## src/rtl/cfgpin_pkg.sv

```systemverilog
package cfgpin_pkg;

    localparam int REG_W     = 8;
    localparam int IDX_W     = 8;
    localparam int FUNC_IDX  = 3;
    localparam int PPRT_IDX  = 4;
    localparam int DRIVES    = 2;
    localparam int RATE_W    = 2;
    localparam int MEDIA_W   = 2;

    localparam logic [REG_W-1:0] PPRT_WMASK = 8'h13;

    // Pin-function register, bit 0 at the bottom
    typedef struct packed {
        logic ready_alt;
        logic zws_alt;
        logic zws_en;
        logic swap;
        logic pmux_float;
        logic pmux_en;
        logic ide_dma;
        logic rate_out;
    } func_reg_t;

    // Parallel-port register
    typedef struct packed {
        logic [2:0] rsvd_hi;
        logic       irq_level;
        logic [1:0] rsvd_mid;
        logic       ver;
        logic       en;
    } pprt_reg_t;

    typedef enum logic {
        PORT_PTR = 1'b0,
        PORT_VAL = 1'b1
    } host_port_e;

    function automatic pprt_reg_t pprt_from_bus(input logic [REG_W-1:0] d);
        return pprt_reg_t'(d & PPRT_WMASK);
    endfunction

    function automatic func_reg_t func_reset(input logic strap);
        func_reg_t r;
        r          = '0;
        r.rate_out = strap;
        return r;
    endfunction

    // Physical slot that takes logical line d
    function automatic int unsigned drive_src(input int unsigned d, input logic swap);
        if (swap && d < 2)
            return 1 - d;
        return d;
    endfunction

endpackage

```

## src/rtl/cfgpin_regfile.sv

```systemverilog
module cfgpin_regfile
    import cfgpin_pkg::*;
(
    input  logic               clk_i,
    input  logic               rst_i,
    input  logic               strap_i,
    input  logic               host_port_i,
    input  logic               host_wr_i,
    input  logic [REG_W-1:0]   host_wdata_i,
    output logic [REG_W-1:0]   host_rdata_o,
    output func_reg_t          func_o,
    output logic               par_en_o,
    output logic               par_ver_o,
    output logic               irq_level_o
);

    localparam logic [IDX_W-1:0] FUNC_SEL = IDX_W'(FUNC_IDX);
    localparam logic [IDX_W-1:0] PPRT_SEL = IDX_W'(PPRT_IDX);

    logic [IDX_W-1:0] idx_q;
    func_reg_t        func_q;
    pprt_reg_t        pprt_q;
    host_port_e       port_sel;

    assign port_sel = host_port_e'(host_port_i);

    always_ff @(posedge clk_i) begin
        if (rst_i) begin
            idx_q  <= '0;
            func_q <= func_reset(strap_i);
            pprt_q <= '0;
        end else if (host_wr_i) begin
            if (port_sel == PORT_PTR) begin
                idx_q <= IDX_W'(host_wdata_i);
            end else begin
                case (idx_q)
                    FUNC_SEL: func_q <= func_reg_t'(host_wdata_i);
                    PPRT_SEL: pprt_q <= pprt_from_bus(host_wdata_i);
                    default:  ;
                endcase
            end
        end
    end

    always_comb begin
        host_rdata_o = '0;
        if (port_sel == PORT_PTR) begin
            host_rdata_o = REG_W'(idx_q);
        end else begin
            case (idx_q)
                FUNC_SEL: host_rdata_o = func_q;
                PPRT_SEL: host_rdata_o = pprt_q;
                default:  host_rdata_o = '0;
            endcase
        end
    end

    assign func_o      = func_q;
    assign par_en_o    = pprt_q.en;
    assign par_ver_o   = pprt_q.ver;
    assign irq_level_o = pprt_q.irq_level;


    func_rst_chk: assert property (@(posedge clk_i) disable iff (rst_i)
        $past(rst_i) |-> (func_q[REG_W-1:1] == '0 && func_q[0] == $past(strap_i)
                          && pprt_q == '0 && idx_q == '0));


    other_idx_chk: assert property (@(posedge clk_i) disable iff (rst_i)
        (host_wr_i && host_port_i && idx_q != FUNC_SEL) |=> $stable(func_q));


    pprt_rsvd_chk: assert property (@(posedge clk_i) disable iff (rst_i)
        (host_port_i && idx_q == PPRT_SEL) |-> ((host_rdata_o & ~PPRT_WMASK) == '0));

endmodule

```

## src/rtl/cfgpin_pinmux.sv

```systemverilog
module cfgpin_pinmux
    import cfgpin_pkg::*;
(
    input  func_reg_t           func_i,
    input  logic                par_en_i,
    input  logic [MEDIA_W-1:0]  media_pin_i,
    input  logic [RATE_W-1:0]   rate_val_i,
    output logic [MEDIA_W-1:0]  media_sense_o,
    output logic [RATE_W-1:0]   rate_pin_o,
    output logic                rate_pin_oe_o,
    input  logic                ide_present_pin_i,
    output logic                ide_dma_en_o,
    output logic                ide_present_o,
    output logic                pmux_en_o,
    output logic                pmux_oe_o,
    output logic                pmux_pullup_en_o,
    input  logic [DRIVES-1:0]   dor_sel_i,
    input  logic [DRIVES-1:0]   dor_mtr_i,
    output logic [DRIVES-1:0]   drv_sel_o,
    output logic [DRIVES-1:0]   drv_mtr_o,
    input  logic                port_short_ok_i,
    output logic                zws_pull_low_o,
    output logic                zws_pin_alt_o,
    input  logic                port_extend_i,
    output logic                rdy_pull_low_o,
    output logic                rdy_pin_alt_o,
    input  logic                par_acc_i,
    output logic                par_acc_o
);

    // Media sense versus data rate
    assign media_sense_o = func_i.rate_out ? '0 : media_pin_i;
    assign rate_pin_o    = func_i.rate_out ? rate_val_i : '0;
    assign rate_pin_oe_o = func_i.rate_out;

    // IDE DMA
    assign ide_dma_en_o  = func_i.ide_dma;
    assign ide_present_o = func_i.ide_dma | ide_present_pin_i;

    // Printer/floppy multiplexer
    logic pmux_drive;
    assign pmux_drive       = func_i.pmux_en & ~func_i.pmux_float;
    assign pmux_en_o        = func_i.pmux_en;
    assign pmux_oe_o        = pmux_drive;
    assign pmux_pullup_en_o = pmux_drive;

    // Drive exchange
    for (genvar d = 0; d < DRIVES; d++) begin : g_drive
        localparam int unsigned SW = drive_src(d, 1'b1);
        assign drv_sel_o[d] = func_i.swap ? dor_sel_i[SW] : dor_sel_i[d];
        assign drv_mtr_o[d] = func_i.swap ? dor_mtr_i[SW] : dor_mtr_i[d];
    end

    // Zero-wait-state pin
    assign zws_pin_alt_o  = func_i.zws_alt;
    assign zws_pull_low_o = func_i.zws_en & ~func_i.zws_alt & port_short_ok_i;

    // Ready pin
    assign rdy_pin_alt_o  = func_i.ready_alt;
    assign rdy_pull_low_o = ~func_i.ready_alt & port_extend_i;

    // Parallel-port access gate
    assign par_acc_o = par_acc_i & par_en_i;

endmodule

```

## src/rtl/cfgpin_irq.sv

```systemverilog
module cfgpin_irq (
    input  logic clk_i,
    input  logic rst_i,
    input  logic level_i,
    input  logic evt_i,
    input  logic clr_i,
    output logic irq_o
);

    logic irq_q;

    always_ff @(posedge clk_i) begin
        if (rst_i)
            irq_q <= 1'b0;
        else if (level_i)
            irq_q <= evt_i | (irq_q & ~clr_i);
        else
            irq_q <= evt_i;
    end

    assign irq_o = irq_q;


    irq_pulse_chk: assert property (@(posedge clk_i) disable iff (rst_i)
        (!level_i && !evt_i) |=> !irq_o);


    irq_hold_chk: assert property (@(posedge clk_i) disable iff (rst_i)
        (level_i && irq_o && !clr_i) |=> irq_o);


    irq_rise_chk: assert property (@(posedge clk_i) disable iff (rst_i)
        evt_i |=> irq_o);

endmodule

```

## src/rtl/cfgpin_ctrl.sv

```systemverilog
module cfgpin_ctrl
    import cfgpin_pkg::*;
(
    input  logic        clk_i,
    input  logic        rst_i,
    input  logic        strap_rate_i,
    input  logic        host_port_i,
    input  logic        host_wr_i,
    input  logic [7:0]  host_wdata_i,
    output logic [7:0]  host_rdata_o,
    input  logic [1:0]  media_pin_i,
    input  logic [1:0]  rate_val_i,
    output logic [1:0]  media_sense_o,
    output logic [1:0]  rate_pin_o,
    output logic        rate_pin_oe_o,
    input  logic        ide_present_pin_i,
    output logic        ide_dma_en_o,
    output logic        ide_present_o,
    output logic        pmux_en_o,
    output logic        pmux_oe_o,
    output logic        pmux_pullup_en_o,
    input  logic [1:0]  dor_sel_i,
    input  logic [1:0]  dor_mtr_i,
    output logic [1:0]  drv_sel_o,
    output logic [1:0]  drv_mtr_o,
    input  logic        port_short_ok_i,
    output logic        zws_pull_low_o,
    output logic        zws_pin_alt_o,
    input  logic        port_extend_i,
    output logic        rdy_pull_low_o,
    output logic        rdy_pin_alt_o,
    input  logic        par_acc_i,
    output logic        par_acc_o,
    output logic        par_en_o,
    output logic        par_ver_o,
    input  logic        par_evt_i,
    input  logic        par_clr_i,
    output logic        par_irq_o
);

    func_reg_t func_w;
    logic      par_en_w;
    logic      irq_level_w;

    cfgpin_regfile u_regs (
        .clk_i        (clk_i),
        .rst_i        (rst_i),
        .strap_i      (strap_rate_i),
        .host_port_i  (host_port_i),
        .host_wr_i    (host_wr_i),
        .host_wdata_i (host_wdata_i),
        .host_rdata_o (host_rdata_o),
        .func_o       (func_w),
        .par_en_o     (par_en_w),
        .par_ver_o    (par_ver_o),
        .irq_level_o  (irq_level_w)
    );

    assign par_en_o = par_en_w;

    cfgpin_pinmux u_mux (
        .func_i            (func_w),
        .par_en_i          (par_en_w),
        .media_pin_i       (media_pin_i),
        .rate_val_i        (rate_val_i),
        .media_sense_o     (media_sense_o),
        .rate_pin_o        (rate_pin_o),
        .rate_pin_oe_o     (rate_pin_oe_o),
        .ide_present_pin_i (ide_present_pin_i),
        .ide_dma_en_o      (ide_dma_en_o),
        .ide_present_o     (ide_present_o),
        .pmux_en_o         (pmux_en_o),
        .pmux_oe_o         (pmux_oe_o),
        .pmux_pullup_en_o  (pmux_pullup_en_o),
        .dor_sel_i         (dor_sel_i),
        .dor_mtr_i         (dor_mtr_i),
        .drv_sel_o         (drv_sel_o),
        .drv_mtr_o         (drv_mtr_o),
        .port_short_ok_i   (port_short_ok_i),
        .zws_pull_low_o    (zws_pull_low_o),
        .zws_pin_alt_o     (zws_pin_alt_o),
        .port_extend_i     (port_extend_i),
        .rdy_pull_low_o    (rdy_pull_low_o),
        .rdy_pin_alt_o     (rdy_pin_alt_o),
        .par_acc_i         (par_acc_i),
        .par_acc_o         (par_acc_o)
    );

    cfgpin_irq u_irq (
        .clk_i   (clk_i),
        .rst_i   (rst_i),
        .level_i (irq_level_w),
        .evt_i   (par_evt_i),
        .clr_i   (par_clr_i),
        .irq_o   (par_irq_o)
    );


    swap_count_chk: assert property (@(posedge clk_i) disable iff (rst_i)
        ($countones(drv_sel_o) == $countones(dor_sel_i))
        && ($countones(drv_mtr_o) == $countones(dor_mtr_i)));


    zws_cause_chk: assert property (@(posedge clk_i) disable iff (rst_i)
        zws_pull_low_o |-> (port_short_ok_i && !zws_pin_alt_o));


    par_gate_chk: assert property (@(posedge clk_i) disable iff (rst_i)
        par_acc_o |-> (par_acc_i && par_en_o));

endmodule

```

## config.mk

```make
export PLATFORM = sky130hd
export DESIGN_NAME = cfgpin_ctrl
export DESIGN_NICKNAME = d
export VERILOG_FILES = /design/src/rtl/cfgpin_pkg.sv /design/src/rtl/cfgpin_regfile.sv /design/src/rtl/cfgpin_pinmux.sv /design/src/rtl/cfgpin_irq.sv /design/src/rtl/cfgpin_ctrl.sv
export SDC_FILE = /design/constraint.sdc
export NUM_CORES = 1
export LEC_CHECK = 0
export BUFFER_PORTS_ARGS = -buffer_cell sky130_fd_sc_hd__clkbuf_2
export CAP_MARGIN = 20
export CORE_ASPECT_RATIO = 1.4
export CORE_MARGIN = 2
export CORE_UTILIZATION = 30
export CTS_CLUSTER_SIZE = 16
export DETAILED_ROUTE_END_ITERATION = 10
export SLEW_MARGIN = 20
export SYNTH_ARGS = -nofsm -noshare
export SYNTH_HDL_FRONTEND = slang
export SYNTH_SLANG_ARGS = --single-unit
```

## constraint.sdc

```tcl
create_clock -name clk_i -period 1.4 [get_ports clk_i]
set_input_delay 0.42 -clock clk_i [delete_from_list [all_inputs] [get_ports clk_i]]
set_output_delay 0.42 -clock clk_i [all_outputs]
set_load 0.005 [all_outputs]
```

==> qor.csv <==
metric;value;unit
Initial Util;0.3164;
critical path depth in cells;4;
Leakage;0.8243;nW
max_slew headroom;0.7871;
Hold Vio Cnt, Final;0;
number of global-route vias before repair;1018;
Worst Hold Class;input port to flip-flop;
DR iter-0 viols;13;
via/cell ratio;4.823;
post-synthesis cell area;0.001089;sq mm
hold depth;3;
VDD IR max;0.3307;mV
Arr. time, crit path;1.41;ns
highest clock rate;545.7;MHz
placer congestion estimate;0.7770;
Reg clk slew, reported paths;0.07;ns
R2R cell count;4;
Post-Route Skew;0.001403;ns
IO Count;57;
die area;0.004133;sq mm
GRT Total Usage;0.1440;
worst setup margin;-0.4324;ns
H-tree depth;1;
crit path launch type;flip-flop;
core area;0.003441;sq mm
final total power;1.273;mW
Cell Area, Placed;0.001498;sq mm
die height;75.28;um
RSZ-0062 raised after global routing;true;
CTS Sinks;20;
TritonRoute pass-1 iters;4;
NumNets Final;208;
Post-DP HPWL;2171;um
Avg WL per Cell;12.53;um
CP peak stage delay;0.34;ns
cts bufs inserted;3;
fin area;0.001639;sq mm
CP Cell Sequence;nor4_4, and3_4, a22o_1, buf_2;
Setup-failing EPs final;18;
area delta synth->final;50.57;%
Post-Syn Instances;111;
Critical Path RT;0.98;ns
Clock Root Buffer;clkbuf_8;
status;finished with violations;
CP max stage cell;dfxtp_2;
PwrDens;776.4;mW/mm^2
Mapped Nets;138;
Worst setup EP type;output pin;
Die Width;54.91;um
final core utilization;0.4764;
Synth Warn #;0;
largest net degree at the start of global routing;17;
CP top delay family;simple AND/OR/NAND/NOR gates;
Cell variety after synth;27;
failing checks;setup timing;
std cell rows;25;
FF+latch count, synth;20;
antenna viol nets, final;0;
syn_area_per_cell;9.807;sq um
initial antenna violation count;0;
total number of vias;1061;
worst-margin pin slew;0.3180;ns
clk buf depth;2;
Crit Path Class;flip-flop to output pin;
Tmin final;1.832;ns
drc violations;0;
Ant. Diodes;0;
CTS tree;built;
first-pass GRT wire length;4312;um
layout cells sized above 1;0.5222;
Port Buffers;56;
grt ovf;0;
Final Slew Violations;0;
sequential fraction of the synthesis area;0.3770;
crit path buf inv count;1;
WL final;2757;um
Critical Path Fanout Max;5;
max cap viols;0;
clock latency on the worst-skew pair;0.26;ns
final worst path period share;1.309;
## synthesized netlist by cell type (all sizes together)
master	n	area [sq um]
dfxtp	19	380.4
nand2b	19	118.9
mux2i	18	180.2
nor2	10	37.54
a22o	5	45.04
nor2b	5	31.28
mux2	4	45.04
nand2	4	15.01
a22oi	3	22.52
and2	3	18.77
buf	3	32.53
clkbuf	3	11.26
o2bb2ai	3	26.28
inv	2	7.510
or2	2	12.52
a31oi	1	6.260
and3	1	7.510
and3b	1	8.760
and4	1	11.26
edfxtp	1	30.03
nand4	1	6.260
nor3b	1	12.51
nor4	1	21.27
## layer usage
metal | vias to the layer above | track usage | wire length [um]
met5 | - | 0 | 0
met4 | 0 | 0.08130 | 67
li1 | 524 | - | -
met3 | 5 | 0.02381 | 183
met1 | 490 | 0.1574 | 1057
met2 | 42 | 0.2540 | 1449
## cell usage in the layout, fill, tap and decap left out, drive strengths merged
master / netlist / layout
clkbuf: 3 / 53
buf: 3 / 22
nand2b: 19 / 19
dfxtp: 19 / 19
mux2i: 18 / 18
nor2: 10 / 10
nor2b: 5 / 5
a22o: 5 / 5
nand2: 4 / 4
mux2: 4 / 4
a22oi: 3 / 3
o2bb2ai: 3 / 3
and2: 3 / 3
inv: 2 / 2
or2: 2 / 2
and3b: 1 / 1
nor4: 1 / 1
and3: 1 / 1
nor3b: 1 / 1
and4: 1 / 1
nand4: 1 / 1
a31oi: 1 / 1
edfxtp: 1 / 1
## per-stage QoR
step                      TNS, ns  instances  worst slack, ns  hold slack (ns)
final                      -3.905        220          -0.4324           0.3688
after global routing       -5.811        220          -0.5316           0.3674
after floorplan           -0.1156        111         -0.02441           0.4616
after global placement     -2.200        215          -0.2202           0.4777
after CTS                  -3.935        219          -0.4578           0.3689
after detailed placement   -2.155        215          -0.2388           0.4936
## cell type report
cell class	count	area (sq um)
Clock buffer	4	55.05
Fill cell	339	1802
Inverter	2	7.507
Multi-Input combinational cell	83	670.6
Sequential cell	20	417.9
Tap cell	40	50.05
Timing Repair Buffer	71	437.9
## final timing paths
kind                           end             start  slack, ns
setup / recovery   host_rdata_o[7]   u_regs.idx_q[3]      -0.43
hold / removal         u_irq.irq_o         par_evt_i       0.37
setup reg to reg  u_regs.func_o[0]   u_regs.idx_q[3]      -0.02
hold reg to reg   u_regs.func_o[2]  u_regs.func_o[2]       0.49
## report_power, final
group / switching (mW) / internal, mW / leakage [nW]
clock: 0.187 / 0.251 / 0.0288
sequential: 0.0148 / 0.589 / 0.166
combinational: 0.0924 / 0.139 / 0.629
total: 0.295 / 0.978 / 0.824
## logic make-up (layout without fill, tap and decap cells)
kind of cell | count (synthesis) | count (layout) | synth area share
muxes | 22 | 22 | 0.2069
AOI/OAI and AO/OA | 12 | 12 | 0.09196
DFF | 20 | 20 | 0.3770
buffers and inverters | 8 | 77 | 0.04713
and+or+nand+nor | 49 | 49 | 0.2770
## worst reg2reg max path: stages, from the launching register on
cell	delay, ns
dfxtp_2	0.34
nor4_4	0.30
buf_4	0.16
and4_4	0.23
or2_1	0.11
## flip-flops by register name (all words and copies together), names as in the netlist
name / flops
u_regs.func_o: 8
u_regs.par_en_o: 1
u_regs.irq_level_o: 1
u_regs.par_ver_o: 1
u_irq.irq_o: 1
u_regs.idx_q: 8
## timing repair
item                       in CTS  in global routing
hold buffers                    0                  0
setup buffers                   1                  1
resized for setup              11                 15
pin swaps                       1                  3
setup endpoints to repair      27                 30
Power figures use the tool's default switching activity.
